--- config.mk ---
export PLATFORM = sky130hd
export DESIGN_NAME = wdt2s_top
export DESIGN_NICKNAME = d
export VERILOG_FILES = /design/src/rtl/wdt2s_pkg.sv /design/src/rtl/wdt2s_len.sv /design/src/rtl/wdt2s_ctr.sv /design/src/rtl/wdt2s_ctrl.sv /design/src/rtl/wdt2s_top.sv
export SDC_FILE = /design/constraint.sdc
export NUM_CORES = 1
export LEC_CHECK = 0
export BUFFER_PORTS_ARGS = -buffer_cell sky130_fd_sc_hd__buf_2
export CAP_MARGIN = 20
export CORE_ASPECT_RATIO = 2
export CORE_MARGIN = 3
export CORE_UTILIZATION = 43
export DETAILED_ROUTE_END_ITERATION = 8
export PLACE_DENSITY_LB_ADDON = 0.08
export SYNTH_ARGS = -nofsm -noshare
export SYNTH_HDL_FRONTEND = slang
export SYNTH_SLANG_ARGS = --single-unit
--- constraint.sdc ---
create_clock -name clk -period 2.4 [get_ports clk]
set_input_delay 0.36 -clock clk [delete_from_list [all_inputs] [get_ports clk]]
set_output_delay 0.36 -clock clk [all_outputs]
set_load 0.02 [all_outputs]
--- src/rtl/wdt2s_pkg.sv ---
package wdt2s_pkg;
  localparam int PRE_W   = 20;
  localparam int SLOW_SH = 15;
  localparam int FAST_SH = 5;

  typedef enum logic [1:0] {
    INT_IRQ  = 2'd0,
    INT_RSV  = 2'd1,
    INT_SMI  = 2'd2,
    INT_NONE = 2'd3
  } int_kind_e;

  typedef enum logic {
    STG_FIRST  = 1'b0,
    STG_SECOND = 1'b1
  } stage_e;
endpackage

--- src/rtl/wdt2s_len.sv ---
module wdt2s_len #(
  parameter int PRE_W   = 20,
  parameter int SLOW_SH = 15,
  parameter int FAST_SH = 5,
  parameter int CNT_W   = PRE_W + SLOW_SH
) (
  input  logic [PRE_W-1:0] pre_i,
  input  logic             fast_i,
  output logic [CNT_W-1:0] len_o
);
  localparam int PAD_W = CNT_W - PRE_W;

  logic [CNT_W-1:0] pre_ext;

  assign pre_ext = {{PAD_W{1'b0}}, pre_i};

  always_comb begin
    if (fast_i) len_o = pre_ext << FAST_SH;
    else        len_o = pre_ext << SLOW_SH;
  end
endmodule

--- src/rtl/wdt2s_ctr.sv ---
module wdt2s_ctr #(
  parameter int CNT_W = 35
) (
  input  logic             clk,
  input  logic             rst_n,
  input  logic             load_i,
  input  logic [CNT_W-1:0] load_val_i,
  input  logic             run_i,
  output logic             expire_o
);
  logic [CNT_W-1:0] cnt_q, cnt_d;
  logic             cnt_en;

  assign cnt_en = load_i | (run_i & (cnt_q != '0));

  always_comb begin
    if (load_i) cnt_d = load_val_i;
    else        cnt_d = cnt_q - CNT_W'(1);
  end

  always_ff @(posedge clk or negedge rst_n) begin
    if (!rst_n)      cnt_q <= '0;
    else if (cnt_en) cnt_q <= cnt_d;
  end

  // a zero-length stage still lasts one cycle
  assign expire_o = run_i & (cnt_q <= CNT_W'(1));
endmodule

--- src/rtl/wdt2s_ctrl.sv ---
module wdt2s_ctrl
  import wdt2s_pkg::*;
#(
  parameter int PRE_W = 20
) (
  input  logic             clk,
  input  logic             rst_n,
  input  logic             ctl_wr_i,
  input  logic             ctl_enable_i,
  input  logic             ctl_freerun_i,
  input  logic             ctl_lock_i,
  input  logic             cfg_wr_i,
  input  logic             cfg_noreboot_i,
  input  logic             cfg_fast_i,
  input  logic [1:0]       cfg_itype_i,
  input  logic             pre1_wr_i,
  input  logic             pre2_wr_i,
  input  logic [PRE_W-1:0] pre_data_i,
  input  logic             ping_i,
  input  logic             flag_clr_i,
  input  logic             expire_i,
  output logic             load_o,
  output logic [PRE_W-1:0] pre_sel_o,
  output logic             fast_o,
  output logic             run_o,
  output logic             irq_o,
  output logic             smi_o,
  output logic             rst_req_o,
  output logic             prev_rst_o
);
  logic             en_q, en_d, lock_q, lock_d, frun_q, frun_d;
  logic             rbdis_q, rbdis_d, fast_q, fast_d;
  int_kind_e        ityp_q, ityp_d;
  logic [PRE_W-1:0] pre1_q, pre1_d, pre2_q, pre2_d;
  stage_e           stage_q, stage_d;
  logic             run_q, run_d;
  logic             irq_q, irq_d, smi_q, smi_d, rq_q, rq_d;
  logic             flag_q, flag_d, flag_set;
  logic             accept, sel_second, start_first;

  always_comb begin
    accept      = ctl_wr_i & ~lock_q;
    en_d        = accept ? ctl_enable_i  : en_q;
    frun_d      = accept ? ctl_freerun_i : frun_q;
    lock_d      = accept ? ctl_lock_i    : lock_q;
    rbdis_d     = cfg_wr_i ? cfg_noreboot_i : rbdis_q;
    fast_d      = cfg_wr_i ? cfg_fast_i     : fast_q;
    ityp_d      = cfg_wr_i ? int_kind_e'(cfg_itype_i) : ityp_q;
    pre1_d      = pre1_wr_i ? pre_data_i : pre1_q;
    pre2_d      = pre2_wr_i ? pre_data_i : pre2_q;
    start_first = (accept & ctl_enable_i & ~en_q) | (ping_i & en_q);

    run_d      = run_q;
    stage_d    = stage_q;
    load_o     = 1'b0;
    sel_second = 1'b0;
    irq_d      = 1'b0;
    smi_d      = 1'b0;
    rq_d       = 1'b0;
    flag_set   = 1'b0;

    if (accept && !ctl_enable_i) begin
      run_d   = 1'b0;
      stage_d = STG_FIRST;
    end else if (start_first) begin
      load_o  = 1'b1;
      run_d   = 1'b1;
      stage_d = STG_FIRST;
    end else if (expire_i) begin
      if (stage_q == STG_FIRST) begin
        load_o     = 1'b1;
        sel_second = 1'b1;
        stage_d    = STG_SECOND;
        irq_d      = (ityp_q == INT_IRQ);
        smi_d      = (ityp_q == INT_SMI);
      end else begin
        rq_d     = ~rbdis_q;
        flag_set = ~rbdis_q;
        stage_d  = STG_FIRST;
        if (frun_q) load_o = 1'b1;
        else        run_d  = 1'b0;
      end
    end

    flag_d = flag_set | (flag_q & ~flag_clr_i);
  end

  always_ff @(posedge clk or negedge rst_n) begin
    if (!rst_n) begin
      en_q    <= 1'b0;
      lock_q  <= 1'b0;
      frun_q  <= 1'b0;
      rbdis_q <= 1'b0;
      fast_q  <= 1'b0;
      ityp_q  <= INT_IRQ;
      pre1_q  <= '1;
      pre2_q  <= '1;
      stage_q <= STG_FIRST;
      run_q   <= 1'b0;
      irq_q   <= 1'b0;
      smi_q   <= 1'b0;
      rq_q    <= 1'b0;
      flag_q  <= 1'b0;
    end else begin
      en_q    <= en_d;
      lock_q  <= lock_d;
      frun_q  <= frun_d;
      rbdis_q <= rbdis_d;
      fast_q  <= fast_d;
      ityp_q  <= ityp_d;
      pre1_q  <= pre1_d;
      pre2_q  <= pre2_d;
      stage_q <= stage_d;
      run_q   <= run_d;
      irq_q   <= irq_d;
      smi_q   <= smi_d;
      rq_q    <= rq_d;
      flag_q  <= flag_d;
    end
  end

  assign pre_sel_o  = sel_second ? pre2_q : pre1_q;
  assign fast_o     = fast_q;
  assign run_o      = run_q;
  assign irq_o      = irq_q;
  assign smi_o      = smi_q;
  assign rst_req_o  = rq_q;
  assign prev_rst_o = flag_q;
endmodule

--- src/rtl/wdt2s_top.sv ---
module wdt2s_top
  import wdt2s_pkg::*;
#(
  parameter int PRE_WIDTH   = wdt2s_pkg::PRE_W,
  parameter int SLOW_SHIFT  = wdt2s_pkg::SLOW_SH,
  parameter int FAST_SHIFT  = wdt2s_pkg::FAST_SH,
  parameter int SYNC_STAGES = 2
) (
  input  logic                 clk,
  input  logic                 rst_n,
  input  logic                 ctl_wr_i,
  input  logic                 ctl_enable_i,
  input  logic                 ctl_freerun_i,
  input  logic                 ctl_lock_i,
  input  logic                 cfg_wr_i,
  input  logic                 cfg_noreboot_i,
  input  logic                 cfg_fast_i,
  input  logic [1:0]           cfg_itype_i,
  input  logic                 pre1_wr_i,
  input  logic                 pre2_wr_i,
  input  logic [PRE_WIDTH-1:0] pre_data_i,
  input  logic                 ping_i,
  input  logic                 flag_clr_i,
  output logic                 irq_o,
  output logic                 smi_o,
  output logic                 rst_req_o,
  output logic                 prev_rst_o
);
  localparam int MAX_SH = (SLOW_SHIFT > FAST_SHIFT) ? SLOW_SHIFT : FAST_SHIFT;
  localparam int CNT_W  = PRE_WIDTH + MAX_SH;

  // asynchronous assert, synchronous release
  logic [SYNC_STAGES-1:0] rsync_q;
  logic                   rst_int_n;

  always_ff @(posedge clk or negedge rst_n) begin
    if (!rst_n) rsync_q <= '0;
    else        rsync_q <= {rsync_q[SYNC_STAGES-2:0], 1'b1};
  end
  assign rst_int_n = rsync_q[SYNC_STAGES-1];

  logic                 load, fast, run, expire;
  logic [PRE_WIDTH-1:0] pre_sel;
  logic [CNT_W-1:0]     len;

  wdt2s_ctrl #(.PRE_W(PRE_WIDTH)) u_ctrl (
    .clk            (clk),
    .rst_n          (rst_int_n),
    .ctl_wr_i       (ctl_wr_i),
    .ctl_enable_i   (ctl_enable_i),
    .ctl_freerun_i  (ctl_freerun_i),
    .ctl_lock_i     (ctl_lock_i),
    .cfg_wr_i       (cfg_wr_i),
    .cfg_noreboot_i (cfg_noreboot_i),
    .cfg_fast_i     (cfg_fast_i),
    .cfg_itype_i    (cfg_itype_i),
    .pre1_wr_i      (pre1_wr_i),
    .pre2_wr_i      (pre2_wr_i),
    .pre_data_i     (pre_data_i),
    .ping_i         (ping_i),
    .flag_clr_i     (flag_clr_i),
    .expire_i       (expire),
    .load_o         (load),
    .pre_sel_o      (pre_sel),
    .fast_o         (fast),
    .run_o          (run),
    .irq_o          (irq_o),
    .smi_o          (smi_o),
    .rst_req_o      (rst_req_o),
    .prev_rst_o     (prev_rst_o)
  );

  wdt2s_len #(
    .PRE_W   (PRE_WIDTH),
    .SLOW_SH (SLOW_SHIFT),
    .FAST_SH (FAST_SHIFT),
    .CNT_W   (CNT_W)
  ) u_len (
    .pre_i  (pre_sel),
    .fast_i (fast),
    .len_o  (len)
  );

  wdt2s_ctr #(.CNT_W(CNT_W)) u_ctr (
    .clk        (clk),
    .rst_n      (rst_int_n),
    .load_i     (load),
    .load_val_i (len),
    .run_i      (run),
    .expire_o   (expire)
  );
endmodule

==> flow_metrics.tcl, run 1 <==
set metrics [dict create \
    violations "negative setup slack" \
    period_minus_slack_ns 2.52 \
    initial_core_util 0.443 \
    synth_flop_cell "dfrtp_1" \
    timing.final.ws_setup_ns -0.115 \
    antenna_found_initial 0 \
    fp.coreArea_sq_mm 0.0109 \
    drt_first_pass_iters 4 \
    cts_buffers 9 \
    slew_viol_final 0 \
    clk_latency_ns 0.35 \
    rows 54 \
    r2r-start "u_ctr.cnt_q[25]$_DFFE_PN0P_" \
    drive_above_1_share 0.515 \
    leakagePower_nw 2.67 \
    grt_overflow 0 \
    reg2reg_slack_ns -0.12 \
    slew_headroom 0.603 \
    synth_cell_types 52 \
    rsz0062_at_grt "yes" \
    ys_ff_latch 90 \
    placed_area_sq_mm 0.00573 \
    worstMarginPinSlew_ns 0.595 \
    finalCritPeriodShare 1.05 \
    wl_mm 13.3 \
    end_kind "flop" \
    clk_pin_slew_ns 0.07 \
    total_power_w 0.00629 \
    r2r.worst_path.cells 6 \
    die_area_sq_mm 0.0127 \
    cts_tree "built" \
    final_area_sq_mm 0.00629 \
    pin_count 39 \
    grt_max_degree 44 \
    status "finished with violations" \
    clk_path_buf_depth 2 \
    area_growth_pct 29.8 \
    ir_drop_mv 0.537 \
    grt_usage 0.225 \
    holdPathStages 2 \
    syn_nets 453 \
    antenna_left 0 \
    n_antenna_cell 0 \
    cts.sinks 90 \
    grt_pass1_wl_mm 21.3 \
    worst-setup-path-type "reg -> reg" \
    portBuffers 38 \
    final_cell_mix "buf_4, mux2_2, dfrtp_1" \
    synth_area_sq_mm 0.00485 \
    die_h_um 156 \
    finalSetupViolCount 25 \
    finClkSkew_ns 0.00657 \
    min_from "ctl_lock_i" \
    p_per_area_mw_per_mm2 999 \
    max_freq_mhz 398 \
    yosysWarnings 0 \
    r2r_end "u_ctr.cnt_q[8]$_DFFE_PN0P_" \
    fin_nets 557 \
    grt_pass1_vias 3985 \
    min_to "u_ctrl.lock_q$_DFFE_PN0P_" \
    die_w_um 81.1 \
    drt_iter0_drc 175 \
    vias_per_cell 5.80 \
    gp_congestion 0.958 \
    worstPathRequired_ns 2.66 \
    syn_inst 415 \
    async_reset_ff_frac 1.00 \
    cp_data_arrival_time_ns 2.78 \
    drv_cap 0 \
    layout_commonest_cell "buf_4" \
    crit_path_start_kind "flop" \
    wl_per_cell_um 20.0 \
    hold_viol 0 \
    critPathMaxFanout 6 \
    hold_path.class "in -> reg" \
    vias 3852 \
    ys_seq_area_frac 0.475 \
    avgSynthCellArea_sq_um 11.7 \
    dp_hpwl_mm 9.83 \
    cts_root_buf "clkbuf_16" \
    drcViolationCount 0 \
    htreeDepth 3 \
    synth_edf_count 0 \
]
-- cells by family (layout without fill, tap and decap cells) --
group | Yosys count | after routing | share of synthesized area
mux | 86 | 86 | 0.210
fa+ha+maj | 3 | 3 | 0.00774
flops | 90 | 90 | 0.475
buf+inv | 35 | 143 | 0.0315
simple gates | 105 | 106 | 0.130
xor+xnor | 10 | 10 | 0.0181
compound gates | 85 | 85 | 0.127
other cells | 1 | 1 | 0.000774
-- state kept, by name, summed over array words and instances (netlist names) --
signal             flops
u_ctrl.prev_rst_o      1
u_ctrl.ityp_q          2
u_ctrl.pre2_q         20
u_ctrl.fast_o          1
u_ctrl.rst_req_o       1
u_ctrl.lock_q          1
u_ctrl.run_o           1
u_ctrl.smi_o           1
u_ctrl.irq_o           1
u_ctrl.frun_q          1
u_ctrl.en_q            1
u_ctrl.stage_q         1
u_ctrl.pre1_q         20
u_ctrl.rbdis_q         1
rsync_q                2
u_ctr.cnt_q           35
-- worst max path at each step --
stage                     cells past startpoint  slack, ns                        start                     endpoint
after global routing                          6      -0.20  u_ctr.cnt_q[25]$_DFFE_PN0P_  u_ctr.cnt_q[29]$_DFFE_PN0P_
after detailed placement                      7      -0.14  u_ctr.cnt_q[11]$_DFFE_PN0P_   u_ctr.cnt_q[9]$_DFFE_PN0P_
final                                         6      -0.12  u_ctr.cnt_q[25]$_DFFE_PN0P_   u_ctr.cnt_q[8]$_DFFE_PN0P_
after global placement                        6      -0.07  u_ctr.cnt_q[23]$_DFFE_PN0P_   u_ctr.cnt_q[9]$_DFFE_PN0P_
after CTS                                     6      -0.09  u_ctr.cnt_q[25]$_DFFE_PN0P_  u_ctr.cnt_q[12]$_DFFE_PN0P_
after floorplan                               8      -0.11  u_ctr.cnt_q[24]$_DFFE_PN0P_  u_ctr.cnt_q[19]$_DFFE_PN0P_
-- cell usage after synthesis, types with 4 or more instances --
cell type | n | area [sq um]
or2_2 | 6 | 37.5
o31ai_1 | 21 | 158
dfrtp_1 | 50 | 1250
mux2i_1 | 28 | 280
nor4_1 | 23 | 144
nor2_1 | 13 | 48.8
or4_1 | 4 | 30.0
mux2_2 | 50 | 563
xnor2_1 | 5 | 43.8
nor3_1 | 11 | 55.1
dfstp_2 | 40 | 1050
xor2_1 | 5 | 43.8
buf_2 | 5 | 25.0
or3_1 | 15 | 93.8
o41a_1 | 4 | 45.0
inv_1 | 8 | 30.0
mux4_2 | 7 | 158
o21ai_0 | 25 | 125
clkbuf_1 | 19 | 71.3
o31a_1 | 13 | 114
nand3_1 | 4 | 20.0
nand2_1 | 12 | 45.0
-- metal layers --
metal / track usage / up-vias / part of all wire
li1: - / 1812 / -
met1: 0.243 / 1934 / 0.36
met2: 0.408 / 71 / 0.55
met3: 0.0382 / 35 / 0.031
met4: 0.115 / 0 / 0.055
met5: 0 / - / 0
-- final cells by class --
cell class | instances | area [sq um]
Fill cell | 961 | 4650
Multi-Input combinational cell | 291 | 2610
Sequential cell | 90 | 2310
Timing Repair Buffer | 118 | 850
Clock buffer | 10 | 239
Tap cell | 140 | 175
Clock inverter | 6 | 78.8
Inverter | 9 | 33.8
-- timing repair --
action,4_1_cts,5_1_grt
gates cloned,1,0
hold buffers,1,0
endpoints found under the setup margin,29,33
setup buffers,3,7
endpoints found under the hold margin,2,0
pin swaps,1,8
gates resized for setup,15,19
-- power breakdown --
group	total, W	switching [W]	internal, W
Clock	0.00152	0.000660	0.000863
Sequential	0.00226	0.000352	0.00191
Combinational	0.00250	0.00120	0.00130
-- critical path, stage by stage (launching register included) --
cell	delay (ns)
dfrtp_1	0.39
or3_4	0.40
or4_4	0.46
or4_4	0.62
buf_4	0.18
mux2i_4	0.21
o31ai_2	0.17
-- per-stage QoR --
stage                      util  instances  setup TNS (ns)  hold WS, ns  setup WS (ns)
final                     0.575        664           -1.12        0.225         -0.115
after global routing      0.575        664           -3.44        0.234         -0.200
after CTS                 0.563        659           -1.26        0.222        -0.0886
after detailed placement  0.524        638           -2.49        0.146         -0.140
after global placement    0.524        638          -0.743        0.143        -0.0674
after floorplan               -        415           -1.61       0.0644         -0.115
Power figures use the tool's default switching activity.
==> run 2: changes to the inputs <==
--- a/config.mk
+++ b/config.mk
@@ -15,3 +15,4 @@
 export SYNTH_ARGS = -nofsm -noshare
 export SYNTH_HDL_FRONTEND = slang
 export SYNTH_SLANG_ARGS = --single-unit
+export TNS_END_PERCENT = 50
==> constraint.sdc (replaced) <==
create_clock -name clk -period 2.4 [get_ports clk]
set_input_delay 0.48 -clock clk [delete_from_list [all_inputs] [get_ports clk]]
set_output_delay 0.48 -clock clk [all_outputs]
set_load 0.02 [all_outputs]
==> flow_metrics.tcl, run 2 (synthesized netlist as in run 1, its figures left out) <==
set metrics [dict create \
    fin_hold_ws_ns 0.298 \
    reg2reg_slack_ns -0.12 \
    hold_path.class "reg -> async" \
    critPathMaxFanout 5 \
    hold_viol 0 \
    tns_ns -1.07 \
    grt_usage 0.227 \
    max_freq_mhz 397 \
    rsz0062_at_grt "yes" \
    worst-setup-path-type "reg -> reg" \
    clk_path_buf_depth 2 \
    cts_root_buf "clkbuf_16" \
    slew_viol_final 0 \
    drt_first_pass_iters 4 \
    crit_path_start_kind "flop" \
    cts_buffers 9 \
    drcViolationCount 0 \
    n_antenna_cell 0 \
    clk_pin_slew_ns 0.07 \
    largest_reg_flops 35 \
    finalSetupViolCount 26 \
    cp_data_arrival_time_ns 2.79 \
    grt_pass1_wl_mm 21.6 \
    regMostFlops "u_ctr.cnt_q" \
    dp_cells 654 \
    status "finished with violations" \
    drive_above_1_share 0.538 \
    antenna_left 0 \
    grt_pass1_vias 4242 \
    die_area_sq_mm 0.0127 \
    pin_count 39 \
    drv_cap 0 \
    vias_per_cell 5.76 \
    fin_nets 583 \
    dpl_worst_slack_ns -0.327 \
    die_h_um 156 \
    worstPathRequired_ns 2.67 \
    top_regs "u_ctr.cnt_q x35, u_ctrl.pre1_q x20, u_ctrl.pre2_q x20" \
    leakagePower_nw 2.78 \
    violations "negative setup slack" \
    finClkSkew_ns 0.00962 \
    cts_tree "built" \
    grt_max_degree 56 \
    antenna_found_initial 0 \
    wl_mm 13.5 \
    area_growth_pct 33.0 \
    die_w_um 81.1 \
    ir_drop_mv 0.477 \
    dp_hpwl_mm 9.74 \
    finalCritPeriodShare 1.05 \
    cts.sinks 90 \
    gp_congestion 0.924 \
    layout_commonest_cell "buf_4" \
    wl_per_cell_um 19.6 \
    drt_iter0_drc 224 \
    period_minus_slack_ns 2.52 \
    portBuffers 38 \
    clk_latency_ns 0.35 \
    timing.final.ws_setup_ns -0.116 \
    htreeDepth 3 \
    final_cell_mix "buf_4, mux2_2, dfrtp_1" \
    rows 54 \
    fp.coreArea_sq_mm 0.0109 \
    initial_core_util 0.443 \
    end_kind "flop" \
    p_per_area_mw_per_mm2 992 \
    fin_cells 690 \
    grt_overflow 0 \
    vias 3974 \
]
-- run 2: cell count changes in the layout (fill, tap and decap cells not counted), sizes merged --
cell / previous run / this run
clkinvlp: 0 / 1
clkinv: 0 / 1
buf: 117 / 143
inv: 14 / 12
-- run 2: routing by layer --
layer	global-route usage	vias up	routed length (um)
li1	-	1848	-
met1	0.239	1997	4940
met2	0.413	92	7640
met3	0.0416	37	380
met4	0.122	0	555
met5	0	-	0
-- run 2: per-stage QoR --
stage | utilization | power (W) | area, sq um
3_5_place_dp | 0.531 | 0.00459 | 5810
3_3_place_gp | 0.531 | 0.00455 | 5810
6_report | 0.589 | 0.00640 | 6450
2_1_floorplan | - | 0.00343 | 4850
4_1_cts | 0.579 | 0.00627 | 6340
5_1_grt | 0.589 | 0.00676 | 6450
-- run 2: worst max-delay path, cell delays in order, from the launching register on --
cell and delay, ns:
dfrtp_1 0.43, or3_4 0.39, or3_4 0.40, or4_4 0.61
buf_12 0.18, mux2_4 0.29, mux2i_1 0.13
-- run 2: layout make-up --
| class | instances | area (sq um) |
|---|---|---|
| clock buffers | 10 | 229 |
| clock inverters | 6 | 72.6 |
| fillers | 947 | 4500 |
| inverters | 9 | 33.8 |
| multi-input cells | 291 | 2590 |
| flip-flops and latches | 90 | 2310 |
| well taps | 140 | 175 |
| repair buffers | 144 | 1040 |
-- run 2: where the power goes --
part	total (W)	internal (W)	switching, W
Clock	0.00146	0.000822	0.000639
Combinational	0.00266	0.00141	0.00124
Sequential	0.00228	0.00191	0.000372
Total	0.00640	0.00414	0.00225
-- run 2: what timing repair did --
action | 4_1_cts | 5_1_grt
pin swaps | 9 | 9
setup buffers | 15 | 5
hold buffers | 1 | 0
endpoints found under the setup margin | 37 | 38
cloned | 1 | 0
endpoints found under the hold margin | 2 | 0
resized for setup | 23 | 14
-- run 2: path summary, 6_finish.rpt --
path	start	end	depth (start not counted)
min	rsync_q[1]$_DFF_PN0_	u_ctr.cnt_q[13]$_DFFE_PN0P_	0
max	u_ctr.cnt_q[4]$_DFFE_PN0P_	u_ctr.cnt_q[17]$_DFFE_PN0P_	6
min in group clk	cfg_fast_i	u_ctrl.fast_o$_DFFE_PN0P_	3
max in group asynchronous	rsync_q[1]$_DFF_PN0_	u_ctrl.pre1_q[14]$_DFFE_PN1P_	1
min reg2reg	rsync_q[1]$_DFF_PN0_	u_ctr.cnt_q[13]$_DFFE_PN0P_	0
max reg2reg	u_ctr.cnt_q[4]$_DFFE_PN0P_	u_ctr.cnt_q[17]$_DFFE_PN0P_	6
==> run 3: changes to the inputs <==
--- a/config.mk
+++ b/config.mk
@@ -7,10 +7,13 @@
 export LEC_CHECK = 0
 export BUFFER_PORTS_ARGS = -buffer_cell sky130_fd_sc_hd__buf_2
 export CAP_MARGIN = 20
+export CELL_PAD_IN_SITES_DETAIL_PLACEMENT = 1
+export CELL_PAD_IN_SITES_GLOBAL_PLACEMENT = 1
 export CORE_ASPECT_RATIO = 2
 export CORE_MARGIN = 3
 export CORE_UTILIZATION = 43
 export DETAILED_ROUTE_END_ITERATION = 8
+export GPL_ROUTABILITY_DRIVEN = 0
 export PLACE_DENSITY_LB_ADDON = 0.08
 export SYNTH_ARGS = -nofsm -noshare
 export SYNTH_HDL_FRONTEND = slang
==> flow_metrics.tcl, run 3 (synthesized netlist as in run 1, its figures left out) <==
set metrics [dict create \
    portBuffers 38 \
    drt_first_pass_iters 4 \
    rsz0062_at_grt "yes" \
    seq_area_sq_mm 0.00231 \
    fin_util 0.588 \
    worst-setup-path-type "reg -> reg" \
    antenna_left 0 \
    min_from "ctl_lock_i" \
    fin_nets 571 \
    worstMarginPinSlew_ns 0.740 \
    cp_top_family "simple AND/OR/NAND/NOR gates" \
    violations "negative setup slack" \
    critPathMaxFanout 5 \
    cts_tree "built" \
    holdPathStages 2 \
    slew_viol_final 0 \
    vias_per_cell 5.98 \
    leakagePower_nw 2.76 \
    hold_path.class "in -> reg" \
    end_kind "flop" \
    initial_core_util 0.443 \
    finalCritPeriodShare 1.08 \
    largest_reg_flops 35 \
    pin_count 39 \
    total_power_w 0.00645 \
    grt_usage 0.256 \
    drcViolationCount 0 \
    layout_commonest_cell "buf_4" \
    max_freq_mhz 386 \
    drt_iter0_drc 173 \
    final_area_sq_mm 0.00644 \
    timing.final.ws_setup_ns -0.191 \
    htreeDepth 3 \
    min_to "u_ctrl.lock_q$_DFFE_PN0P_" \
    die_w_um 81.1 \
    crit_chain "or3_4 -> or4_4 -> or4_4 -> buf_4 -> mux2i_4 -> o31ai_2" \
    path_buf_inv 1 \
    ir_drop_mv 0.578 \
    period_minus_slack_ns 2.59 \
    cts_buffers 9 \
    grt_overflow 0 \
    antenna_found_initial 0 \
    tns_ns -2.14 \
    wl_per_cell_um 22.5 \
    fp.coreArea_sq_mm 0.0109 \
    dp_hpwl_mm 11.0 \
    die_h_um 156 \
    path_common_cell "or4_4" \
    vias 4054 \
    clk_pin_slew_ns 0.07 \
    clk_latency_ns 0.35 \
    crit_path_start_kind "flop" \
    r2r-start "u_ctr.cnt_q[23]$_DFFE_PN0P_" \
    worstPathRequired_ns 2.64 \
    grt_pass1_vias 4466 \
    status "finished with violations" \
    final_cell_mix "buf_4, mux2_2, dfrtp_1" \
    finClkSkew_ns 0.00937 \
    multi_input_area_sq_mm 0.00259 \
    r2r_end "u_ctr.cnt_q[9]$_DFFE_PN0P_" \
    cts_root_buf "clkbuf_16" \
    die_area_sq_mm 0.0127 \
    max_stage_delay_ns 0.62 \
    wl_mm 15.2 \
    grt_max_degree 57 \
    grt_pass1_wl_mm 24.1 \
    placed_area_sq_mm 0.00578 \
    slew_headroom 0.507 \
    cts.sinks 90 \
    clk_path_buf_depth 2 \
    r2r.worst_path.cells 6 \
    nFillCells 1181 \
    hold_viol 0 \
    finalSetupViolCount 23 \
    top_regs "u_ctr.cnt_q x35, u_ctrl.pre1_q x20, u_ctrl.pre2_q x20" \
    cp_data_arrival_time_ns 2.83 \
    rows 54 \
    drive_above_1_share 0.522 \
    cpMaxStageDelayCell "or4_4" \
    area_growth_pct 32.8 \
    regMostFlops "u_ctr.cnt_q" \
    drv_cap 0 \
    reg2reg_slack_ns -0.19 \
    p_per_area_mw_per_mm2 1000 \
    n_antenna_cell 0 \
]
==> run 3: area by class of cell <==
type,count,share of cell area
clock buffers,10,0.0371
clock inverters,6,0.0105
inverters,9,0.00525
multi-input cells,291,0.402
flip-flops and latches,90,0.358
well taps,140,0.0272
repair buffers,132,0.160
==> run 3: worst max-delay path by stage <==
stage,startpoint,endpoint,cells past startpoint
after floorplan,u_ctr.cnt_q[17]$_DFFE_PN0P_,u_ctr.cnt_q[16]$_DFFE_PN0P_,6
after global placement,u_ctr.cnt_q[19]$_DFFE_PN0P_,u_ctr.cnt_q[24]$_DFFE_PN0P_,7
after detailed placement,u_ctr.cnt_q[19]$_DFFE_PN0P_,u_ctr.cnt_q[24]$_DFFE_PN0P_,7
after CTS,u_ctr.cnt_q[11]$_DFFE_PN0P_,u_ctr.cnt_q[33]$_DFFE_PN0P_,6
after global routing,u_ctr.cnt_q[23]$_DFFE_PN0P_,u_ctr.cnt_q[5]$_DFFE_PN0P_,6
final,u_ctr.cnt_q[23]$_DFFE_PN0P_,u_ctr.cnt_q[9]$_DFFE_PN0P_,6
==> run 3: power breakdown <==
part           internal (W)  switching [W]  total, W
logic               0.00139        0.00132   0.00271
clock network      0.000767       0.000667   0.00143
registers           0.00191       0.000400   0.00231
total               0.00407        0.00239   0.00645
==> run 3: through the flow <==
stage               worst slack, ns  instances  hold WS [ns]
detailed placement           -0.258        645         0.265
finish                       -0.191        678         0.351
floorplan                    -0.205        415         0.184
global placement             -0.208        645         0.263
global route                 -0.212        678         0.359
CTS                          -0.103        673         0.346
==> run 3: what timing repair did <==
item	in CTS	in global routing
pin swaps	6	5
buffers inserted	9	5
endpoints found under the hold margin	2	0
hold buffers	1	0
gates resized for setup	25	14
setup endpoints to repair	32	32
gates cloned	2	0
==> run 3: per-layer routing <==
metal | share of wire | global-route usage | up-vias
li1 | - | - | 1836
met1 | 0.35 | 0.266 | 2101
met2 | 0.58 | 0.489 | 82
met3 | 0.025 | 0.0277 | 35
met4 | 0.048 | 0.122 | 0
met5 | 0 | 0 | -
